--- src/rtl/bbfl_pkg.sv ---
// Shared types of the bang-bang frequency loop.
// Assumes: steps are at most two fine units in either direction.
package bbfl_pkg;

    typedef enum logic [2:0] {
        STEP_NONE = 3'd0,
        STEP_UP1  = 3'd1,
        STEP_DN1  = 3'd2,
        STEP_UP2  = 3'd3,
        STEP_DN2  = 3'd4
    } step_e;

    // Signed fine-word change for a step.
    function automatic logic signed [2:0] step_delta(input step_e s);
        case (s)
            STEP_UP1: return 3'sd1;
            STEP_DN1: return -3'sd1;
            STEP_UP2: return 3'sd2;
            STEP_DN2: return -3'sd2;
            default:  return 3'sd0;
        endcase
    endfunction

endpackage

--- src/rtl/bbfl_divider.sv ---
// Divide-by-N counter in the oscillator domain.
// Makes a one-cycle divided edge every Neff unfrozen cycles. Reports whether
// the current position lies in the late half of the period.
// Assumes: div_n below 2 means 2. A div_n that shrinks below the current
// position wraps at the next cycle.
module bbfl_divider #(
    parameter int NW = 8
) (
    input  logic          clk,
    input  logic          rst_n,
    input  logic          hold,
    input  logic [NW-1:0] div_n,
    output logic          div_tick,
    output logic          late
);
    logic [NW-1:0] pos;
    logic [NW-1:0] n_eff;

    // Clamp the ratio and decode the edge and the half period.
    always_comb begin
        n_eff    = (div_n < NW'(2)) ? NW'(2) : div_n;
        div_tick = !hold && (pos >= n_eff - NW'(1));
        late     = (pos >= (n_eff >> 1));
    end

    // Position counter, held while frozen.
    always_ff @(posedge clk) begin
        if (!rst_n)
            pos <= '0;
        else if (!hold)
            pos <= div_tick ? '0 : pos + NW'(1);
    end

    assert_div_wrap_R1: assert property (@(posedge clk) disable iff (!rst_n)
        div_tick |=> (pos == '0));

    assert_div_hold_R7: assert property (@(posedge clk) disable iff (!rst_n)
        hold |=> $stable(pos));

endmodule

--- src/rtl/bbfl_slip_detect.sv ---
// Direction-only slip detector and lock monitor.
// Decides one step per event:
//   phase step +/-1 on each reference edge,
//   frequency step +2 on a second reference edge with no divided edge since,
//   frequency step -2 on a second divided edge with no reference edge since.
// Tracks the run of alternating phase decisions for the lock flag.
// Assumes: ref_edge is a synchronous one-cycle pulse, and div_tick is already
// gated by hold.
module bbfl_slip_detect
    import bbfl_pkg::*;
#(
    parameter int LOCK_RUN = 8
) (
    input  logic  clk,
    input  logic  rst_n,
    input  logic  hold,
    input  logic  ref_edge,
    input  logic  div_tick,
    input  logic  late,
    output step_e step,
    output logic  locked
);
    localparam int RW = $clog2(LOCK_RUN + 1);

    logic          seen_ref;
    logic          seen_div;
    logic          prev_late;
    logic [RW-1:0] run;
    logic          phase_evt;
    logic          freq_evt;

    // Classify the current cycle's events into one step.
    always_comb begin
        step      = STEP_NONE;
        phase_evt = 1'b0;
        if (!hold && ref_edge) begin
            if (seen_ref && !seen_div && !div_tick) begin
                step = STEP_UP2;
            end else begin
                step      = late ? STEP_UP1 : STEP_DN1;
                phase_evt = 1'b1;
            end
        end else if (div_tick && seen_div && !seen_ref) begin
            step = STEP_DN2;
        end
        freq_evt = (step == STEP_UP2) || (step == STEP_DN2);
    end

    // Remember which edges arrived since the other kind.
    always_ff @(posedge clk) begin
        if (!rst_n) begin
            seen_ref <= 1'b0;
            seen_div <= 1'b0;
        end else if (!hold) begin
            seen_ref <= ref_edge ? 1'b1 : (div_tick ? 1'b0 : seen_ref);
            seen_div <= div_tick ? 1'b1 : (ref_edge ? 1'b0 : seen_div);
        end
    end

    // Count the run of strictly alternating phase decisions.
    always_ff @(posedge clk) begin
        if (!rst_n) begin
            run       <= '0;
            prev_late <= 1'b0;
        end else if (!hold) begin
            if (freq_evt) begin
                run <= '0;
            end else if (phase_evt) begin
                prev_late <= late;
                if (run == '0 || late == prev_late)
                    run <= RW'(1);
                else if (run != RW'(LOCK_RUN))
                    run <= run + RW'(1);
            end
        end
    end

    assign locked = (run == RW'(LOCK_RUN));

    assert_freq_unlock_R9: assert property (@(posedge clk) disable iff (!rst_n)
        freq_evt |=> !locked);

    assert_same_dir_unlock_R9: assert property (@(posedge clk) disable iff (!rst_n)
        (phase_evt && run != '0 && late == prev_late) |=> !locked);

    assert_run_hold_R7: assert property (@(posedge clk) disable iff (!rst_n)
        hold |=> ($stable(run) && $stable(seen_ref) && $stable(seen_div)));

endmodule

--- src/rtl/bbfl_updown.sv ---
// Fine and coarse up/down counters.
// The fine word takes each step. If it runs past either end, it returns to
// its midpoint and the coarse code moves one step, saturating at its limits.
// Assumes: step is STEP_NONE while the loop is frozen.
module bbfl_updown
    import bbfl_pkg::*;
#(
    parameter int FW = 6,
    parameter int CW = 6
) (
    input  logic          clk,
    input  logic          rst_n,
    input  step_e         step,
    input  logic [CW-1:0] start_code,
    output logic [FW-1:0] fine,
    output logic [CW-1:0] coarse
);
    localparam logic [FW-1:0] FMID = FW'(1) << (FW - 1);
    localparam logic [FW-1:0] FMAX = '1;
    localparam logic [CW-1:0] CMAX = '1;

    logic signed [2:0]    delta;
    logic signed [FW+1:0] sum;
    logic                 ovf;
    logic                 unf;

    // Tentative new fine value and the wrap conditions.
    always_comb begin
        delta = step_delta(step);
        sum   = $signed({2'b00, fine}) + {{(FW - 1){delta[2]}}, delta};
        ovf   = sum > $signed({2'b00, FMAX});
        unf   = sum[FW+1];
    end

    // Apply the step, with the carry or borrow into the coarse code.
    always_ff @(posedge clk) begin
        if (!rst_n) begin
            fine   <= FMID;
            coarse <= start_code;
        end else if (step != STEP_NONE) begin
            if (ovf) begin
                fine <= FMID;
                if (coarse != CMAX)
                    coarse <= coarse + CW'(1);
            end else if (unf) begin
                fine <= FMID;
                if (coarse != '0)
                    coarse <= coarse - CW'(1);
            end else begin
                fine <= sum[FW-1:0];
            end
        end
    end

    assert_coarse_on_wrap_R5: assert property (@(posedge clk) disable iff (!rst_n)
        !$stable(coarse) |-> (fine == FMID));

    assert_coarse_top_R6: assert property (@(posedge clk) disable iff (!rst_n)
        (coarse == CMAX) |=> (coarse >= CMAX - CW'(1)));

    assert_coarse_bottom_R6: assert property (@(posedge clk) disable iff (!rst_n)
        (coarse == '0) |=> (coarse <= CW'(1)));

endmodule

--- src/rtl/bbfl_ctrl.sv ---
// Bang-bang digital frequency loop controller (top).
// Divides the oscillator clock by N, detects only the direction of phase
// slips against the reference edge, and steers a fine density word and a
// coarse oscillator code. The whole state holds under freeze.
// Assumes: ref_edge is synchronous to clk and one cycle wide per edge.
module bbfl_ctrl
    import bbfl_pkg::*;
#(
    parameter int NW       = 8,
    parameter int FW       = 6,
    parameter int CW       = 6,
    parameter int LOCK_RUN = 8
) (
    input  logic          clk,
    input  logic          rst_n,
    input  logic          ref_edge,
    input  logic [NW-1:0] div_n,
    input  logic          freeze,
    input  logic [CW-1:0] start_code,
    output logic [CW-1:0] coarse_code,
    output logic [FW-1:0] fine_word,
    output logic          locked
);
    logic  div_tick;
    logic  late;
    step_e step;

    bbfl_divider #(.NW(NW)) u_div (
        .clk      (clk),
        .rst_n    (rst_n),
        .hold     (freeze),
        .div_n    (div_n),
        .div_tick (div_tick),
        .late     (late)
    );

    bbfl_slip_detect #(.LOCK_RUN(LOCK_RUN)) u_det (
        .clk      (clk),
        .rst_n    (rst_n),
        .hold     (freeze),
        .ref_edge (ref_edge),
        .div_tick (div_tick),
        .late     (late),
        .step     (step),
        .locked   (locked)
    );

    bbfl_updown #(.FW(FW), .CW(CW)) u_cnt (
        .clk        (clk),
        .rst_n      (rst_n),
        .step       (step),
        .start_code (start_code),
        .fine       (fine_word),
        .coarse     (coarse_code)
    );

    assert_freeze_hold_R7: assert property (@(posedge clk) disable iff (!rst_n)
        freeze |=> ($stable(coarse_code) && $stable(fine_word) && $stable(locked)));

    assert_no_step_frozen_R7: assert property (@(posedge clk) disable iff (!rst_n)
        freeze |-> (step == STEP_NONE));

endmodule

--- config.mk ---
export PLATFORM = sky130hd
export DESIGN_NAME = bbfl_ctrl
export DESIGN_NICKNAME = d
export VERILOG_FILES = /design/src/rtl/bbfl_pkg.sv /design/src/rtl/bbfl_divider.sv /design/src/rtl/bbfl_slip_detect.sv /design/src/rtl/bbfl_updown.sv /design/src/rtl/bbfl_ctrl.sv
export SDC_FILE = /design/constraint.sdc
export NUM_CORES = 1
export LEC_CHECK = 0
export ABC_CLOCK_PERIOD_IN_PS = 19300
export BUFFER_PORTS_ARGS = -buffer_cell sky130_fd_sc_hd__buf_2
export CAP_MARGIN = 20
export CORE_UTILIZATION = 40
export CTS_CLUSTER_SIZE = 8
export DETAILED_ROUTE_END_ITERATION = 8
export GPL_TIMING_DRIVEN = 0
export PLACE_DENSITY = 0.65
export SETUP_SLACK_MARGIN = 0.4
export SLEW_MARGIN = 20
export SYNTH_ARGS = -nofsm -noshare
export SYNTH_HDL_FRONTEND = slang
export SYNTH_SLANG_ARGS = --single-unit
--- constraint.sdc ---
create_clock -name clk -period 19.3 [get_ports clk]
set_clock_uncertainty 0.2 [all_clocks]
set_input_delay 2.895 -clock clk [delete_from_list [all_inputs] [get_ports clk]]
set_output_delay 2.895 -clock clk [all_outputs]
set_load 0.01 [all_outputs]
# == Word-level counts from Yosys, hierarchy flattened ==
# Cells that the tools add are included.
# word_totals
reg_bits,27
input_bits,18
out_inout_bits,13
wordCells,78
# classes
add_sub_neg,6
magnitude_cmp,4
eq_ne,12
mux,25
bitwise,2
reduce_logical,22
# ops
operator,count
2-to-1 mux 6 bit,8
2-to-1 mux 4 bit,4
2-to-1 mux 8 bit,2
case mux 3 bit (4 select lines),1
2-to-1 mux 3 bit,3
adder 7 x 3 -> 8 bit,1
"adder 8 x 1 -> 8 bit, second input constant",1
greater-or-equal comparator 8 x 7 -> 1 bit,1
greater-or-equal comparator 8 bit,1
"greater-than comparator 8 x 7 -> 1 bit, second input constant",1
"< comparator 8 x 2 -> 1 bit, second input constant",1
"subtractor 8 x 1 -> 8 bit, second input constant",1
"adder 6 x 1 -> 6 bit, second input constant",1
"equality test 3 x 2 -> 1 bit, second input constant",2
logical AND 1 bit,6
2-to-1 mux 1 bit,6
"!= test 3 x 1 -> 1 bit, second input constant",2
"!= test 6 bit, second input constant",1
AND reduction 3 bit,2
nonzero test 3 bit,2
nonzero test 6 bit,1
"subtractor 6 x 1 -> 6 bit, second input constant",1
"adder 4 x 1 -> 4 bit, second input constant",1
"equality test 4 bit, second input constant",1
other kinds (14),20

# == Depth between registers and ports, before layout ==
# Gate-level depths: netlist of the first run.
# depth
depth_word,16
ltp_mapped,29
ltp_nobuf,29

# == Hierarchy ==
# A second synthesis of the first run with hierarchy kept.
# unflattened
cells_unflattened,274
area_unflattened_um2,2401.1
# modules_own_cells
module,n_inst,cells_per_inst,area_per_inst_um2,seq_area_each_um2
bbfl_updown,1,123,1078.5,300.3
bbfl_divider,1,101,854.6,160.2
bbfl_slip_detect,1,50,467.9,140.1

# == Worst setup path after synthesis of the first run ==
# OpenSTA, ideal clock, no wires.
# synth_timing
kind,input to register
startpoint,in div_n[4]
endpoint,reg u_cnt.coarse[5] (data pin)
setup_ps,261
t_arrival_ps,8384
required_time_ps,18839
setup_slack_ps,10456
path_stages,28
path_buffers,0
cell_sequence,inv_1 nand3_1 nor4_1 nor3_1 nand2_1 nor3_1 nor2_1 ha_1 a21oi_1 o22ai_2 a21o_4 o211ai_1 and2_2 inv_1 ha_1 a21oi_1 nor2b_1 o31a_1 or2_2 a2111o_1 and2_4 ha_1 a21o_1 a21o_1 a2111o_1 o311ai_0 nor2_1 a221o_1
# synth_via
elab_chain_cells,16
elab_cells_between_ends,24
classes_between,add/sub: 2; order compare: 4; eq/ne: 4; mux: 9; reduce/logical: 5
# synth_lines
element,line_no,source
start: declaration,bbfl_ctrl.sv:17,"input logic [NW-1:0] div_n,"
< comparator 8 x 2 -> 1 bit,bbfl_divider.sv:21,n_eff = (div_n < NW'(2)) ? NW'(2) : div_n;
2-to-1 mux 8 bit (*),bbfl_divider.sv:21,
subtractor 8 x 1 -> 8 bit,bbfl_divider.sv:22,div_tick = !hold && (pos >= n_eff - NW'(1));
greater-or-equal comparator 8 bit,bbfl_divider.sv:22,
logical AND 1 bit,bbfl_divider.sv:22,
zero test 1 bit or logical AND 1 bit (tied branches),"bbfl_slip_detect.sv:37, bbfl_slip_detect.sv:43",
logical AND 1 bit (on tied branches),"bbfl_slip_detect.sv:37, bbfl_slip_detect.sv:43",
2-to-1 mux 3 bit (on tied branches),"bbfl_slip_detect.sv:37, bbfl_slip_detect.sv:43",
2-to-1 mux 3 bit (*),bbfl_slip_detect.sv:36,if (!hold && ref_edge) begin
equality test 3 bit (tied with other cells),bbfl_pkg.sv:15,case (s)
case mux 3 bit (4 select lines) (*),bbfl_pkg.sv:15,
adder 7 x 3 -> 8 bit (*),bbfl_updown.sv:30,"sum = $signed({2'b00, fine}) + {{(FW - 1){delta[2]}}, delta};"
greater-than comparator 8 x 7 -> 1 bit (*),bbfl_updown.sv:31,"ovf = sum > $signed({2'b00, FMAX});"
2-to-1 mux 6 bit (*),bbfl_updown.sv:41,if (ovf) begin
2-to-1 mux 6 bit (*),bbfl_updown.sv:40,end else if (step != STEP_NONE) begin
2-to-1 mux 6 bit (*),bbfl_updown.sv:37,if (!rst_n) begin
end signal: assignment,bbfl_updown.sv:39,coarse <= start_code;
end signal: assignment,bbfl_updown.sv:44,coarse <= coarse + CW'(1);
end signal: assignment,bbfl_updown.sv:48,coarse <= coarse - CW'(1);
end: declaration,bbfl_updown.sv:16,output logic [CW-1:0] coarse
# Every way passes the cells marked *; elsewhere a longest branch is shown, timed or not. The select of a mux whose other input is x is not followed.
# A chain may end at the register's enable or synchronous reset.

# == Worst setup path in the final report of the first run ==
# Same ends and word-level chain as after synthesis.

==> results of run 1 <==
[power by group through the flow]
stage	Combinational [W]	Clock (W)	Sequential (W)
2_1_floorplan	0.0000293	0	0.0000680
3_3_place_gp	0.0000400	0	0.0000676
3_5_place_dp	0.0000408	0	0.0000678
4_1_cts	0.0000410	0.0000339	0.0000664
5_1_grt	0.0000468	0.0000360	0.0000672
6_report	0.0000407	0.0000326	0.0000665
[registers in the layout, summed over array words and instances (netlist names)]
name	count
u_cnt.coarse	6
u_cnt.fine	6
u_det.prev_late	1
u_det.run	4
u_det.seen_div	1
u_det.seen_ref	1
u_div.pos	8
[worst max-delay path: cells and delay by family]
family	cells	cell delay (ps)
AOI/OAI and AO/OA	12	2830
and+or+nand+nor	11	2210
adders and majority gates	3	920
buffers and inverters	3	290
[logic make-up after synthesis]
logic type,share of synthesized area
compound gates,0.211
xor+xnor,0.0689
fa+ha+maj,0.176
buf+inv,0.0394
flops,0.263
mux,0.0191
simple gates,0.223
[cells in the mapped netlist (2+ instances only)]
cell type,count
ha_1,29
a21oi_1,25
nand2_1,25
dfxtp_1,21
nor2_1,21
inv_1,18
xnor2_1,11
nand3_1,8
o21ai_0,7
xor2_1,7
edfxtp_1,6
nand2b_1,6
nand4_1,5
nor3_1,5
a21o_1,4
a2111o_1,3
a211oi_1,3
clkbuf_1,3
mux2_2,3
nor2b_1,3
a31oi_1,2
a31oi_2,2
and2b_1,2
and3_1,2
and3b_1,2
fa_1,2
nand3b_1,2
nand4b_1,2
nor4_1,2
o211ai_1,2
or2_2,2
[layer usage]
layer,up-vias,track usage,share of wire
met1,903,0.234,0.53
li1,1011,-,-
met4,0,0.0509,0.0096
met3,4,0.0188,0.015
met2,14,0.262,0.45
met5,-,0,0
[cell type report]
type | count | area (sq um) | area share
Tap cell | 72 | 90.1 | 0.0351
Sequential cell | 27 | 601 | 0.234
Clock buffer | 3 | 41.3 | 0.0161
Inverter | 18 | 67.6 | 0.0263
Clock inverter | 1 | 5.00 | 0.00195
Multi-Input combinational cell | 212 | 1600 | 0.622
Timing Repair Buffer | 29 | 145 | 0.0565
Buffer | 4 | 22.5 | 0.00877
[worst max path at each step]
stage,start,to
finish,div_n[4],u_cnt.coarse[5]
global placement,div_n[4],u_cnt.coarse[5]
detailed placement,div_n[4],u_cnt.coarse[5]
floorplan,div_n[4],u_cnt.coarse[5]
CTS,div_n[4],u_cnt.coarse[5]
global route,div_n[4],u_cnt.coarse[5]
[through the flow]
| stage | instance area (sq um) | cells | setup WS (ps) |
|---|---|---|---|
| 6_report | 2570 | 366 | 10020 |
| 5_1_grt | 2570 | 366 | 9440 |
| 4_1_cts | 2570 | 366 | 10040 |
| 3_5_place_dp | 2520 | 362 | 9750 |
| 3_3_place_gp | 2520 | 362 | 9840 |
| 2_1_floorplan | 2290 | 261 | 10460 |
==> flow_summary.ini, run 1 <==
[synth]
synth-async-reset-ratio = 0
synth_top_area_share = 0.184
ys_ff_latch = 27
syn_nets = 310
ys_top_cells_by_area = dfxtp_1 (18%), ha_1 (16%), edfxtp_1 (7.9%)
ys_seq_area_frac = 0.263
synth_edf_count = 6
syn-instance-count = 261
synth.distinct_cells = 57
synth_area_sq_mm = 0.00229
yosys_warnings = 0
synthFlopType = dfxtp_1
synth_top_area_cell = dfxtp_1
syn_avg_cell_area_sq_um = 8.76

[global_routing]
grt_pass1_vias = 1804
overflow = 0
grt_max_degree = 16
antenna_found_initial = 0
grt_pass1_wl_microns = 8070
grtUsageTotal = 0.166

[worst_setup_path]
r2r_end = u_cnt.coarse[5]
critical_path_class = in2reg
rrSetupSlack_ps = 13230
regToRegStartpoint = u_div.pos[0]
crit_required_ps = 19140
arrival_ps = 9120
worst_setup_path_start_kind = input pin
crit_slowest_cell = nor3_1
slowest_delay_ps = 510
crit_top_cell = ha_1
cp_max_fo = 7
rr_worst_depth = 22
cp-end-kind = flip-flop

[clock_network]
htreeDepth = 1
cts_tree = yes
clockRootBuffer = clkbuf_8
cts_resized = 0
cts_setup_buffers = 0
insertion_delay_ps = 280
cts_hold_buf = 0
clockBufferDepth = 2
numCtsBuffers = 3
clkSinkCount = 27
path_clk_slew_ps = 90

[detailed_routing]
routed_via_density = 5.28
routed_wl_microns = 4590
drt_iter0_drc = 105
drtAntennaViolNets = 0
wire_per_inst_microns = 12.5
vias = 1932
dr.pass1.iters = 4
drc = 0

[min_path]
hp-class = reg2reg
holdPathEnd = u_cnt.fine[0]
min_from = u_cnt.fine[0]
hold_depth = 2

[power_and_ir_drop]
p_int_w = 0.0000954
power_frac_comb = 0.291
power_density_mw_per_mm2 = 54.4
leakage_nw = 1.11
swShare = 0.317
power_w = 0.000140
vdd_drop_max_v = 0.0000342
netSwitchingPower_w = 0.0000443
pwr-share-seq = 0.476
clkPwrFrac = 0.233

[sta]
worst_hold_slack_ps = 279
tightest_slew_ps = 643
setup-violations-final = 0
max_clock_freq_mhz = 108
hold_viol = 0
setup-tns-final_ps = 0
slew_headroom = 0.568
rsz0062_at_grt = false
min_period_ps = 9280
drv_slew = 0
finalCritPeriodShare = 0.481

[floorplan]
ios = 31
start_util = 0.415
core_area_sq_mm = 0.00551
die_area_sq_mm = 0.00602
die_w_microns = 77.6
die-height_microns = 77.6
num_rows = 27

[finish]
final_cell_mix = ha_1 (29), buf_2 (29), nand2_1 (25), a21oi_1 (25)
postLayoutCoreUtil = 0.466
drive_gt1_frac = 0.184
layout.nets = 344
synthToLayoutAreaGrowth_pct = 12.3
fillers = 570
diodes = 0

[run_status]
outcome = finished, final reports clean

[placed_design]
routabilityCongestion = 0.856
io_buffers = 29
dp.final_hpwl_microns = 3690

[flow_run]
maxCapViolations = 0
(Power assumes the default switching activity.)
==> run 2, diff against run 1 <==
--- a/config.mk
+++ b/config.mk
@@ -5,7 +5,8 @@
 export SDC_FILE = /design/constraint.sdc
 export NUM_CORES = 1
 export LEC_CHECK = 0
-export ABC_CLOCK_PERIOD_IN_PS = 19300
+export ABC_AREA = 1
+export ABC_CLOCK_PERIOD_IN_PS = 9100
 export BUFFER_PORTS_ARGS = -buffer_cell sky130_fd_sc_hd__buf_2
 export CAP_MARGIN = 20
 export CORE_UTILIZATION = 40
==> constraint.sdc (replaced) <==
create_clock -name clk -period 9.1 [get_ports clk]
set_clock_uncertainty 0.2 [all_clocks]
set_input_delay 1.365 -clock clk [delete_from_list [all_inputs] [get_ports clk]]
set_output_delay 1.365 -clock clk [all_outputs]
set_load 0.01 [all_outputs]
==> flow_summary.ini, run 2 <==
[finish]
drive_gt1_frac = 0.157
final_common_cell = nand2_1
layout.nets = 413
final_cells = 435
top_register = u_div.pos
synthToLayoutAreaGrowth_pct = 11.9
largest_reg_flops = 8
reg.largest.list = u_div.pos: 8 flops, u_cnt.coarse: 6 flops, u_cnt.fine: 6 flops
fillers = 592
diodes = 0
postLayoutCoreUtil = 0.470
final_cell_mix = nand2_1 (74), inv_1 (46), nor2_1 (37)

[clock_network]
cts_resized = 0
path_clk_slew_ps = 100
cts_tree = yes
cts_hold_buf = 0
htreeDepth = 1
insertion_delay_ps = 280
clkSinkCount = 27
cts_setup_buffers = 0
clockBufferDepth = 2
numCtsBuffers = 3
clockRootBuffer = clkbuf_8

[global_routing]
gr-usage-met2 = 0.300
grt_pass1_wl_microns = 8320
grtUsageTotal = 0.166
grt_max_degree = 15
grt_busiest_layer = met2
overflow = 0
antenna_found_initial = 0
grt.met3_usage = 0.0138
gr-usage-met1 = 0.207
grt_pass1_vias = 1963

[floorplan]
die_area_sq_mm = 0.00620
ios = 31
die_w_microns = 78.7
num_rows = 27
core_area_sq_mm = 0.00561
start_util = 0.420
die-height_microns = 78.7

[sta]
rsz0062_at_grt = false
setup-violations-final = 0
finalCritPeriodShare = 0.737
worst_hold_slack_ps = 280
min_period_ps = 6710
slew_headroom = 0.636
hold_viol = 0
max_clock_freq_mhz = 149
setup-tns-final_ps = 0
drv_slew = 0
tightest_slew_ps = 543

[min_path]
min_from = u_det.seen_ref
hp-class = reg2reg

[worst_setup_path]
cp-end-kind = flip-flop
crit_slowest_cell = fa_1
crit_top_cell = nand2_1
crit_required_ps = 8950
regToRegStartpoint = u_div.pos[2]
slowest_delay_ps = 430
critical_path_class = in2reg
startpoint = div_n[6]
cp_max_fo = 10
arrival_ps = 6550
worst_setup_path_start_kind = input pin

[power_and_ir_drop]
vdd_drop_max_v = 0.000104
power_density_mw_per_mm2 = 121
leakage_nw = 1.37
power_w = 0.000318

[synth]
synth_top_area_share = 0.178
synth_top_area_cell = dfxtp_1
synth_edf_count = 6
ys_top_cells_by_area = dfxtp_1 (18%), ha_1 (15%), nand2_1 (12%)
yosys_warnings = 0
ys_ff_latch = 27
syn_nets = 379
ys_seq_area_frac = 0.255
syn_avg_cell_area_sq_um = 7.14
synth_area_sq_mm = 0.00236
ys_top_cells_by_count = nand2_1 (74), inv_1 (46), nor2_1 (37)
synthFlopType = dfxtp_1
syn-instance-count = 330
synth-async-reset-ratio = 0
synth_most_common_cell = nand2_1
synth.distinct_cells = 37

[placed_design]
dp.final_hpwl_microns = 3700
io_buffers = 29
dp_cells = 431
routabilityCongestion = 0.814

[run_status]
outcome = finished, final reports clean

[detailed_routing]
wire_per_inst_microns = 10.8
drc = 0
dr.pass1.iters = 4
routed_wl_microns = 4710
routed_via_density = 4.86
drt_iter0_drc = 67
vias = 2115
drtAntennaViolNets = 0

[flow_run]
maxCapViolations = 0
## run 2: logic make-up (layout without fill, tap and decap cells)
family / count (synthesis) / after routing / share of synthesized area
AND/OR/NAND/NOR: 165 / 165 / 0.339
flip-flops: 27 / 27 / 0.255
buffers and inverters: 54 / 87 / 0.0956
XOR/XNOR: 11 / 11 / 0.0409
adder cells (fa/ha/maj): 31 / 31 / 0.171
AO/OA/AOI/OAI: 42 / 42 / 0.0988
## run 2: report_power, final
group | switching [W] | internal, W
combinational | 0.0000614 | 0.0000418
sequential | 0.00000977 | 0.000133
clock | 0.0000400 | 0.0000315
## run 2: layer usage
metal,up-vias,share of wire
li1,1144,-
met1,935,0.48
met2,31,0.48
met3,5,0.027
met4,0,0.014
met5,-,0
## run 2: layout make-up
type / instances / area, sq um / area share
plain buffers: 3 / 28.8 / 0.0109
inverters: 51 / 196 / 0.0745
well taps: 72 / 90.1 / 0.0342
multi-input cells: 249 / 1530 / 0.580
repair buffers: 29 / 145 / 0.0551
flip-flops and latches: 27 / 601 / 0.228
clock buffers: 4 / 45.0 / 0.0171
## run 2: worst paths after layout
kind	cells past startpoint	to	slack, ps
worst max-delay path	39	u_cnt.coarse[5]	2390
worst min-delay path	2	u_det.seen_ref	280
worst max register to register	31	u_cnt.coarse[5]	4190
worst min register to register	2	u_det.seen_ref	280
## run 2: per-stage QoR
step                worst slack, ps  area [sq um]
floorplan                      2900          2360
global placement               2230          2590
detailed placement             2120          2590
CTS                            2410          2640
global route                   1890          2640
finish                         2390          2640
## run 2: worst max-delay path, delay by kind of cell
kind / cells / cell delay (ps)
simple gates: 23 / 2300
compound gates: 7 / 1120
fa+ha+maj: 3 / 1070
buf+inv: 5 / 470
xor+xnor: 1 / 200
